**src/rtl/dual_tag_router.sv**
```systemverilog
module dual_tag_router #(
  parameter int DATA_W = 8,
  parameter int CNT_W  = 16
) (
  input  logic              clk,
  input  logic              rst_n,
  input  logic              clr,
  input  logic              a_valid,
  output logic              a_ready,
  input  logic              a_tag,
  input  logic [DATA_W-1:0] a_data,
  input  logic              b_valid,
  output logic              b_ready,
  input  logic              b_tag,
  input  logic [DATA_W-1:0] b_data,
  output logic              ar_valid,
  input  logic              ar_ready,
  output logic [DATA_W-1:0] ar_data,
  output logic              ag_valid,
  input  logic              ag_ready,
  output logic [DATA_W-1:0] ag_data,
  output logic              br_valid,
  input  logic              br_ready,
  output logic [DATA_W-1:0] br_data,
  output logic              bg_valid,
  input  logic              bg_ready,
  output logic [DATA_W-1:0] bg_data,
  output logic [CNT_W-1:0]  red_count,
  output logic [CNT_W-1:0]  green_count
);
  localparam int NQ = 4;

  logic [NQ-1:0]     head_v, tail_v, push, pop, drain;
  logic [DATA_W-1:0] head_d [NQ];
  logic [DATA_W-1:0] tail_d [NQ];
  logic [DATA_W-1:0] wdata  [NQ];
  logic              a_go, b_go;

  assign a_ready = !clr && (a_tag ? !tail_v[0] : !tail_v[1]);
  assign b_ready = !clr && (b_tag ? !tail_v[2] : !tail_v[3]);
  assign a_go = a_valid && a_ready;
  assign b_go = b_valid && b_ready;

  assign push  = {b_go && !b_tag, b_go && b_tag, a_go && !a_tag, a_go && a_tag};
  assign drain = {bg_ready, br_ready, ag_ready, ar_ready};
  assign pop   = drain & head_v;
  assign wdata[0] = a_data;
  assign wdata[1] = a_data;
  assign wdata[2] = b_data;
  assign wdata[3] = b_data;

  for (genvar q = 0; q < NQ; q++) begin : g_queue
    always_ff @(posedge clk or negedge rst_n) begin
      if (!rst_n) begin
        head_v[q] <= 1'b0;
        tail_v[q] <= 1'b0;
      end else if (clr) begin
        head_v[q] <= 1'b0;
        tail_v[q] <= 1'b0;
      end else if (pop[q]) begin
        if (tail_v[q]) begin
          tail_v[q] <= 1'b0;
        end else begin
          head_v[q] <= push[q];
        end
      end else if (push[q]) begin
        if (head_v[q]) tail_v[q] <= 1'b1;
        else           head_v[q] <= 1'b1;
      end
    end

    always_ff @(posedge clk) begin
      if (pop[q]) begin
        if (tail_v[q])    head_d[q] <= tail_d[q];
        else if (push[q]) head_d[q] <= wdata[q];
      end else if (push[q]) begin
        if (head_v[q]) tail_d[q] <= wdata[q];
        else           head_d[q] <= wdata[q];
      end
    end
  end

  assign ar_valid = head_v[0];
  assign ag_valid = head_v[1];
  assign br_valid = head_v[2];
  assign bg_valid = head_v[3];
  assign ar_data  = head_d[0];
  assign ag_data  = head_d[1];
  assign br_data  = head_d[2];
  assign bg_data  = head_d[3];

  logic [1:0] red_step, green_step;
  assign red_step   = 2'(push[0]) + 2'(push[2]);
  assign green_step = 2'(push[1]) + 2'(push[3]);

  always_ff @(posedge clk or negedge rst_n) begin
    if (!rst_n) begin
      red_count   <= '0;
      green_count <= '0;
    end else if (clr) begin
      red_count   <= '0;
      green_count <= '0;
    end else begin
      red_count   <= red_count + CNT_W'(red_step);
      green_count <= green_count + CNT_W'(green_step);
    end
  end
endmodule

```
**config.mk**
```make
export PLATFORM = sky130hd
export DESIGN_NAME = dual_tag_router
export DESIGN_NICKNAME = d
export VERILOG_FILES = /design/src/rtl/dual_tag_router.sv
export SDC_FILE = /design/constraint.sdc
export NUM_CORES = 1
export LEC_CHECK = 0
export BUFFER_PORTS_ARGS = -buffer_cell sky130_fd_sc_hd__buf_2
export CORE_MARGIN = 2
export CORE_UTILIZATION = 35
export CTS_BUF_LIST = sky130_fd_sc_hd__clkbuf_16
export CTS_CLUSTER_DIAMETER = 80
export DETAILED_ROUTE_END_ITERATION = 10
export PLACE_DENSITY = 0.66
export SLEW_MARGIN = 20
export SYNTH_ARGS = -nofsm -noshare
export SYNTH_HDL_FRONTEND = slang
export SYNTH_SLANG_ARGS = --single-unit
```
**constraint.sdc**
```tcl
create_clock -name clk -period 2.94 [get_ports clk]
set_input_delay 0 -clock clk [delete_from_list [all_inputs] [get_ports clk]]
set_output_delay 0 -clock clk [all_outputs]
set_load 0.1 [all_outputs]
```
==> results of run 1 <==
==> synthesized netlist by cell type <==
cell type	n	area share (%)
xnor2_1	14	2.8
buf_6	1	0.26
or3_1	3	0.43
xor2_1	8	1.6
a211oi_1	6	1.0
nor3_1	6	0.68
nor2_1	32	2.7
mux2_2	33	8.5
edfxtp_1	64	44
and2b_1	2	0.34
and4_1	1	0.20
ha_1	2	0.57
fa_1	2	0.91
nand4_1	5	0.71
nor4_1	4	0.57
a21oi_1	16	1.8
inv_1	8	0.68
nand2_2	2	0.28
and3_2	1	0.17
nand2b_4	2	0.63
mux2_4	1	0.34
nand3_1	14	1.6
nor3_4	2	0.74
dfrtp_1	40	23
or4_1	1	0.17
clkbuf_1	4	0.34
o21ai_0	7	0.80
o31ai_1	1	0.17
nor3b_4	2	0.86
o21ai_2	2	0.40
and3_1	6	0.86
nand2_1	10	0.86
nor2b_1	10	1.4
==> state kept, by name (all words and copies together) (netlist names) <==
register,count
head_d,32
tail_d,32
green_count,16
red_count,16
tail_v,4
ag_valid,1
ar_valid,1
bg_valid,1
br_valid,1
==> final cells by class <==
class	instances	area, um^2	share of cell area [%]
clock buffer	9	225	4.00
antenna	1	2.50	0.0445
clock inverter	7	68.8	1.22
tap	168	210	3.74
inverter	8	30.0	0.534
timing repair buffer	124	753	13.4
sequential	104	2920	52.0
multi-input combinational	195	1410	25.1
==> metrics by stage <==
| stage | total power [mW] | std cells |
|---|---|---|
| 3_3_place_gp | 1.89 | 574 |
| 2_1_floorplan | 1.81 | 312 |
| 6_report | 3.07 | 616 |
| 4_1_cts | 3.10 | 615 |
| 5_1_grt | 3.17 | 616 |
| 3_5_place_dp | 1.90 | 574 |
==> metal layers <==
layer | up-vias | routed length [um] | track usage (%)
met5 | - | 0 | 0
met1 | 1442 | 4290 | 18.9
met4 | 0 | 135 | 5.32
met2 | 78 | 4540 | 23.7
met3 | 10 | 448 | 4.34
li1 | 1402 | - | -
==> power by group <==
group | total (mW) | leakage [nW] | switching (mW) | internal (mW)
registers | 1.58 | 1.14 | 0.0114 | 1.57
clock network | 1.18 | 0.145 | 0.521 | 0.660
logic | 0.303 | 1.01 | 0.225 | 0.0787
==> what timing repair did <==
action	4_1_cts	5_1_grt
hold endpoints to repair	81	0
hold buffers	25	0
buffers inserted	0	0
==> kinds of logic after synthesis <==
kind of cell	share of synthesized area [%]
AOI/OAI and AO/OA	4.22
muxes	8.81
and+or+nand+nor	13.3
DFF	66.6
buffers and inverters	1.28
adders and majority gates	1.48
xor gates and xnor gates	4.39
==> how the worst max path moves through the flow <==
stage	end	slack, ps	cells after the start
2_1_floorplan	b_ready	130	2
3_3_place_gp	green_count[14]	700	7
3_5_place_dp	green_count[14]	630	7
4_1_cts	green_count[14]	560	10
5_1_grt	green_count[14]	350	10
6_report	green_count[14]	560	10
==> worst reg2reg max path: cells and delay by family, from the launching register on <==
kind | cells | cell delay, ps
DFF | 1 | 440
adders and majority gates | 2 | 510
and+or+nand+nor | 4 | 1140
AOI/OAI and AO/OA | 1 | 140
==> results by group, run 1 <==
Min path
  – Hold Path Origin: b_tag
  – Worst Hold End: bg_valid
  – Hold crit path type: in -> reg
  – Hold path depth: 4

Timing
  – Setup TNS: 0 ps
  – Setup violators final: 0
  – Final Worst Setup Slack: 561 ps
  – FMAX: 420 MHz
  – Relative slew slack: 39.1%
  – Hold slack: 57.4 ps
  – Endpoints failing hold: 0
  – RSZ-0062 raised after global routing: no
  – Minimum clock period: 2380 ps
  – Worst Max-Slew Pin Slew: ~910 ps
  – Final Slew Violations: 0
  – Clock skew: 6.01 ps
  – Fin crit share: 80.9%

Synth
  – Seq/Total Area, Yosys: 66.6%
  – Synthesized instance count: 312
  – Synth warn: 0
  – Mean Syn Cell Area: 14.1 um^2
  – Mapped cell area: approximately 4400 um^2
  – Yosys reg bits: 104
  – Unique masters post-synth: 33
  – Synthesized net count: 343

Global routing
  – Total Routing Usage GR: 14.7%
  – Grt ovf: 0
  – Vias in the first global route: 2,901
  – Initial antenna violation count: 1
  – Global-route wire length before repair: 14.9 mm
  – Largest net degree at the start of global routing: 41

Run status
  – Outcome: complete, no violations

Finish
  – Final core utilization: 46.4%
  – Most frequent cells in the layout: buf_2 (96), edfxtp_1 (64), dfrtp_1 (40)
  – Fillers: 1,125
  – Post-route cell area: 5620 um^2
  – Area grow syn2layout: 28.1%
  – Nets: 473
  – Most common cell after layout, fill and taps aside: buf_2
  – Fraction of layout cells with a size suffix above 1: between 30% and 40%

CTS
  – Post_cts resized: 0
  – H-tree lvl count: 3
  – CTS Sinks: roughly 100
  – Clock Path Buffers: 2
  – CTS clock-pin slew for the worst setup and hold paths: ~70 ps
  – Clock root cell: clkbuf_16
  – CTS tree: done
  – TritonCTS Buffers: 9
  – Skew-Pair Late Insertion Delay: 340 ps

Setup path
  – Crit Path Category: in -> reg
  – CP required: roughly 3200 ps
  – Reg-to-Reg End: green_count[14]
  – Critical Path Sink Type: register
  – R2R Setup Slk: roughly 630 ps
  – RR Startpoint: tail_v[3]
  – Worst Reg2Reg Path Length in Cells: 7
  – Cell family with most CP delay: simple AND/OR/NAND/NOR gates
  – Critical Path AT: 2650 ps
  – CP Max Fanout: 12
  – CP bufs+invs: 2
  – CP max stage cell: dlygate4sd3_1
  – Worst setup startpoint: clr
  – Crit path cell chain: dlygate4sd3_1 > buf_2 > nand2b_4 > nor3_4 > fa_1 > ha_1 > and3_1 > nand2_1 > or4_1 > a21oi_1
  – Slowest stage delay, CP: between 500 and 600 ps
  – Worst setup SP type: input port

Power and ir drop
  – Pwr Density: 546 nW/um^2
  – Leakage: 2.30 nW
  – Max rail drop VDD: 0.000225 V

Placement
  – Port Buffers: 96
  – DP Worst Slack: 628 ps
  – RePlAce Congestion: 0.790
  – Hpwl dp: about 6.4 mm
  – Cell area after placement: roughly 5100 um^2

Run
  – Maxcap violations: 0

Drt
  – Drt pass-1 iters: 5
  – Vias per inst: around 4.8
  – Drt wl/cell: ~15 um
  – First DRT Iteration DRCs: 163
  – Final WL: 9.42 mm
  – Final ANT Viol Nets: 0
  – Vias: 2,932
  – DRC: 0

Floorplan
  – Core area: 12,100 um^2
  – Full die area: between 10,000 and 15,000 um^2
  – IO Pins: 97
  – Initial Util: 36.3%
  – Die height: about 120 um
  – Die X: 116 um
  – Num rows: 40
Note: power is estimated with default switching activity, not from simulation.
==> run 2: changes to the inputs <==
--- a/config.mk
+++ b/config.mk
@@ -5,13 +5,14 @@
 export SDC_FILE = /design/constraint.sdc
 export NUM_CORES = 1
 export LEC_CHECK = 0
+export ABC_AREA = 1
 export BUFFER_PORTS_ARGS = -buffer_cell sky130_fd_sc_hd__buf_2
 export CORE_MARGIN = 2
 export CORE_UTILIZATION = 35
 export CTS_BUF_LIST = sky130_fd_sc_hd__clkbuf_16
 export CTS_CLUSTER_DIAMETER = 80
 export DETAILED_ROUTE_END_ITERATION = 10
-export PLACE_DENSITY = 0.66
+export PLACE_DENSITY = 0.65
 export SLEW_MARGIN = 20
 export SYNTH_ARGS = -nofsm -noshare
 export SYNTH_HDL_FRONTEND = slang
==> constraint.sdc (replaced) <==
create_clock -name clk -period 2.45 [get_ports clk]
set_input_delay 0 -clock clk [delete_from_list [all_inputs] [get_ports clk]]
set_output_delay 0 -clock clk [all_outputs]
set_load 0.1 [all_outputs]
==> run 2 against run 1 <==
Routed wire length rose by 5.4%. Worst hold slack got worse by 41 ps. Critical path depth rose by 2. Register-to-register slack got worse by 420 ps. Worst setup slack got worse by 350 ps. Synthesized cell count rose by 43%. Final area rose by 4.2%. Global-route usage rose by 0.34 points.
==> results by group, run 2 <==
Run status
  – Outcome: complete, no violations (unchanged)

Drt
  – Vias per inst: 4.61 (was 4.76)
  – Final ANT Viol Nets: 0 (unchanged)
  – M1 wire length: 4.30 mm (was 4.29 mm)
  – Vias: 3,486 (was 2,932)
  – Max Used Layer: met4 (unchanged)
  – Final WL: 9.93 mm (was 9.42 mm)
  – First DRT Iteration DRCs: 175 (was 163)
  – DR WL met2: 4.84 mm (was 4.54 mm)
  – DRC: 0 (unchanged)
  – Drt pass-1 iters: 6 (was 5)
  – Routed wl met3: 517 um (was 448 um)
  – Drt wl/cell: 13.1 um (was 15.3 um)

Global routing
  – Initial antenna violation count: 0 (was 1)
  – Global-route wire length before repair: 16.7 mm (was 14.9 mm)
  – Total Routing Usage GR: 15.0% (was 14.7%)
  – Largest net degree at the start of global routing: 41 (unchanged)
  – Grt ovf: 0 (unchanged)
  – Vias in the first global route: 3,472 (was 2,901)

Finish
  – Largest regs: head_d: 32 flops, tail_d: 32 flops (unchanged)
  – FF/Latch Area: 2920 um^2 (unchanged)
  – Most frequent cells in the layout: nand2_1 (110), buf_2 (96), edfxtp_1 (64) (was buf_2 (96), edfxtp_1 (64), dfrtp_1 (40))
  – Fillers: 1,266 (was 1,125)
  – Final core utilization: 44.6% (was 46.4%)
  – Fraction of layout cells with a size suffix above 1: 27.1% (was 35.3%)
  – Most common cell after layout, fill and taps aside: nand2_1 (was buf_2)
  – Area grow syn2layout: 25.8% (was 28.1%)
  – Nets: 606 (was 473)
  – # diodes: 0 (was 1)
  – Area of the multi-input gates: 1490 um^2 (was 1410 um^2)

Min path
  – Hold path depth: 3 (was 4)
  – Hold crit path type: in -> reg (unchanged)

Placement
  – Port Buffers: 96 (unchanged)
  – DP Worst Slack: 207 ps (was 628 ps)
  – RePlAce Congestion: 0.851 (was 0.790)
  – Hpwl dp: 7.21 mm (was 6.43 mm)

Setup path
  – Worst Reg2Reg Path Length in Cells: 12 (was 7)
  – Crit path cell chain: inv_1 > nor2_2 > nor2_8 > nand3_1 > inv_1 > fa_1 > ha_1 > nand2_1 > nor2_1 > nand4_1 > nand2_1 > nor2_1 (was dlygate4sd3_1 > buf_2 > nand2b_4 > nor3_4 > fa_1 > ha_1 > and3_1 > nand2_1 > or4_1 > a21oi_1)
  – Slowest stage delay, CP: 370 ps (was 540 ps)
  – CP required: 2690 ps (was 3210 ps)
  – Worst setup SP type: register (was input port)
  – CP max stage cell: dfrtp_1 (was dlygate4sd3_1)
  – Critical Path Sink Type: register (unchanged)
  – Critical Path AT: 2480 ps (was 2650 ps)
  – Crit Path Category: reg -> reg (was in -> reg)
  – CP Max Fanout: 7 (was 12)

Timing
  – Endpoints failing hold: 0 (unchanged)
  – Minimum clock period: approximately 2200 ps
  – Final Slew Violations: 0 (unchanged)
  – Setup violators final: 0 (unchanged)
  – Fin crit share: 91.3%
  – Worst Max-Slew Pin Slew: 920 ps (was 913 ps)
  – Relative slew slack: 38.7% (was 39.1%)
  – Final Worst Setup Slack: 213 ps (was 561 ps)
  – FMAX: 447 MHz
  – Setup TNS: 0 ps (unchanged)
  – Clock skew: 6.76 ps (was 6.01 ps)
  – RSZ-0062 raised after global routing: yes (was no)

Floorplan
  – Initial Util: 35.5% (was 36.3%)
  – Die height: 119 um (was 116 um)
  – Full die area: 14,300 um^2 (was 13,500 um^2)
  – Core area: 13,100 um^2 (was 12,100 um^2)
  – Die X: 119 um (was 116 um)
  – IO Pins: 97 (unchanged)
  – Num rows: 42 (was 40)

Synth
  – Asr flop ratio synth: 38.5% (unchanged)
  – Area leader, netlist: edfxtp_1 (unchanged)
  – Synthesized net count: 476 (was 343)
  – Seq/Total Area, Yosys: 62.7% (was 66.6%)
  – Yosys reg bits: 104 (unchanged)
  – Synth warn: 0 (unchanged)
  – Unique masters post-synth: 25 (was 33)
  – Synth top area share: 41.2% (was 43.8%)
  – Most numerous cell in the Yosys netlist: nand2_1 (was edfxtp_1)
  – Mean Syn Cell Area: 10.5 um^2 (was 14.1 um^2)
  – Top cells by count, synth: nand2_1 (110), edfxtp_1 (64), nor2_1 (59) (was edfxtp_1 (64), dfrtp_1 (40), mux2_2 (33))
  – Post-synth EDFFs: 64 (unchanged)
  – Synthesized instance count: 445 (was 312)
  – Mapped cell area: 4660 um^2 (was 4390 um^2)
  – Top post-synthesis cells by area: edfxtp_1 (41%), dfrtp_1 (21%), nand2_1 (8.9%) (was edfxtp_1 (44%), dfrtp_1 (23%), mux2_2 (8.5%))
  – Post-synth top flop: edfxtp_1 (unchanged)

CTS
  – CTS Sinks: 104 (unchanged)
  – CTS clock-pin slew for the worst setup and hold paths: 70 ps (about the same)
  – Post-CTS setup repair buffer count: 0 (unchanged)
  – H-tree lvl count: 3 (unchanged)
  – Clock Path Buffers: 2 (unchanged)
  – TritonCTS Buffers: 9 (unchanged)
  – CTS tree: done (unchanged)
  – Clock root cell: clkbuf_16 (unchanged)
  – Skew-Pair Late Insertion Delay: 350 ps (was 340 ps)

Power and ir drop
  – Logic gate share of total power: 11.3% (was 9.9%)
  – Seq pwr share: 52.3% (was 51.6%)
  – Max rail drop VDD: 0.000237 V (was 0.000225 V)
  – Sw power: 0.959 mW (was 0.757 mW)
  – Leakage: 2.52 nW (was 2.30 nW)
  – Clk pwr share: 36.4% (was 38.5%)
  – Overall power: 3.63 mW (was 3.07 mW)
  – Net Sw Frac: 26.4% (was 24.7%)
  – Cell internal pwr: 2.67 mW (was 2.31 mW)
  – Pwr Density: 620 nW/um^2 (was 546 nW/um^2)

Run
  – Maxcap violations: 0 (unchanged)
run 2: cell types whose count changed after synthesis, moves of 8 or more:
cell     delta
xnor2_1    -14
mux2_2     -33
nand4_1     +8
o21ai_1    +11
nand2_1   +100
inv_1      +40
nor2b_1    -10
nor2_1     +27
o21ai_2    +24
run 2: final timing paths:
kind | from | endpoint | slack, ps
max | tail_v[1] | red_count[14] | 210
min | a_tag | ar_valid | 20
max reg2reg | tail_v[1] | red_count[14] | 210
min reg2reg | tail_d[3][0] | head_d[3][0] | 530
max in group asynchronous | rst_n | tail_v[2] | 1550
min in group asynchronous | rst_n | red_count[7] | 320
run 2: per-layer routing:
layer	vias to the layer above	global-route usage [%]
met5	-	0
met4	0	7.13
met3	19	3.26
met2	93	24.5
met1	1624	19.1
li1	1750	-
run 2: cells by family (layout without fill, tap and decap cells):
logic type               Yosys count  count (layout)  synth area share [%]
buffers and inverters             58             193                  5.34
AND/OR/NAND/NOR                  201             201                  19.5
AO/OA/AOI/OAI                     76              76                  10.7
flip-flops                       104             104                  62.7
adder cells (fa/ha/maj)            4               4                  1.40
XOR/XNOR                           2               2                 0.376
run 2: final cells by class:
type                       count  area share [%]
sequential                   104            49.9
clock inverter                 7           0.811
tap                          176            3.76
timing repair buffer         128            13.2
inverter                      49            3.14
multi-input combinational    283            25.4
clock buffer                   9            3.84
run 2: through the flow:
step | hold slack (ps) | cells | cell area (um^2)
floorplan | -296 | 445 | 4660
global placement | 180 | 719 | 5380
detailed placement | 198 | 719 | 5380
CTS | 2.80 | 756 | 5860
global route | 34.6 | 756 | 5860
finish | 16.5 | 756 | 5860
run 2: power groups by stage:
| stage | combinational (mW) | clock, mW | sequential, mW |
|---|---|---|---|
| after floorplan | 0.121 | 0 | 2.10 |
| after global placement | 0.384 | 0 | 1.94 |
| after detailed placement | 0.387 | 0 | 1.94 |
| after CTS | 0.415 | 1.37 | 1.90 |
| after global routing | 0.442 | 1.42 | 1.90 |
| final | 0.410 | 1.32 | 1.90 |
run 2: repair_timing:
| item | CTS | global route |
|---|---|---|
| resized for setup | 0 | 0 |
| hold buffers | 21 | 0 |
| endpoints found under the hold margin | 78 | 0 |
| endpoints found under the setup margin | 0 | 2 |
run 2: worst max-delay path, delay by kind of cell (launching register included):
| kind | cells | cell delay, ps |
|---|---|---|
| adder cells (fa/ha/maj) | 2 | 510 |
| buffers and inverters | 2 | 200 |
| flip-flops | 1 | 370 |
| AND/OR/NAND/NOR | 8 | 1030 |
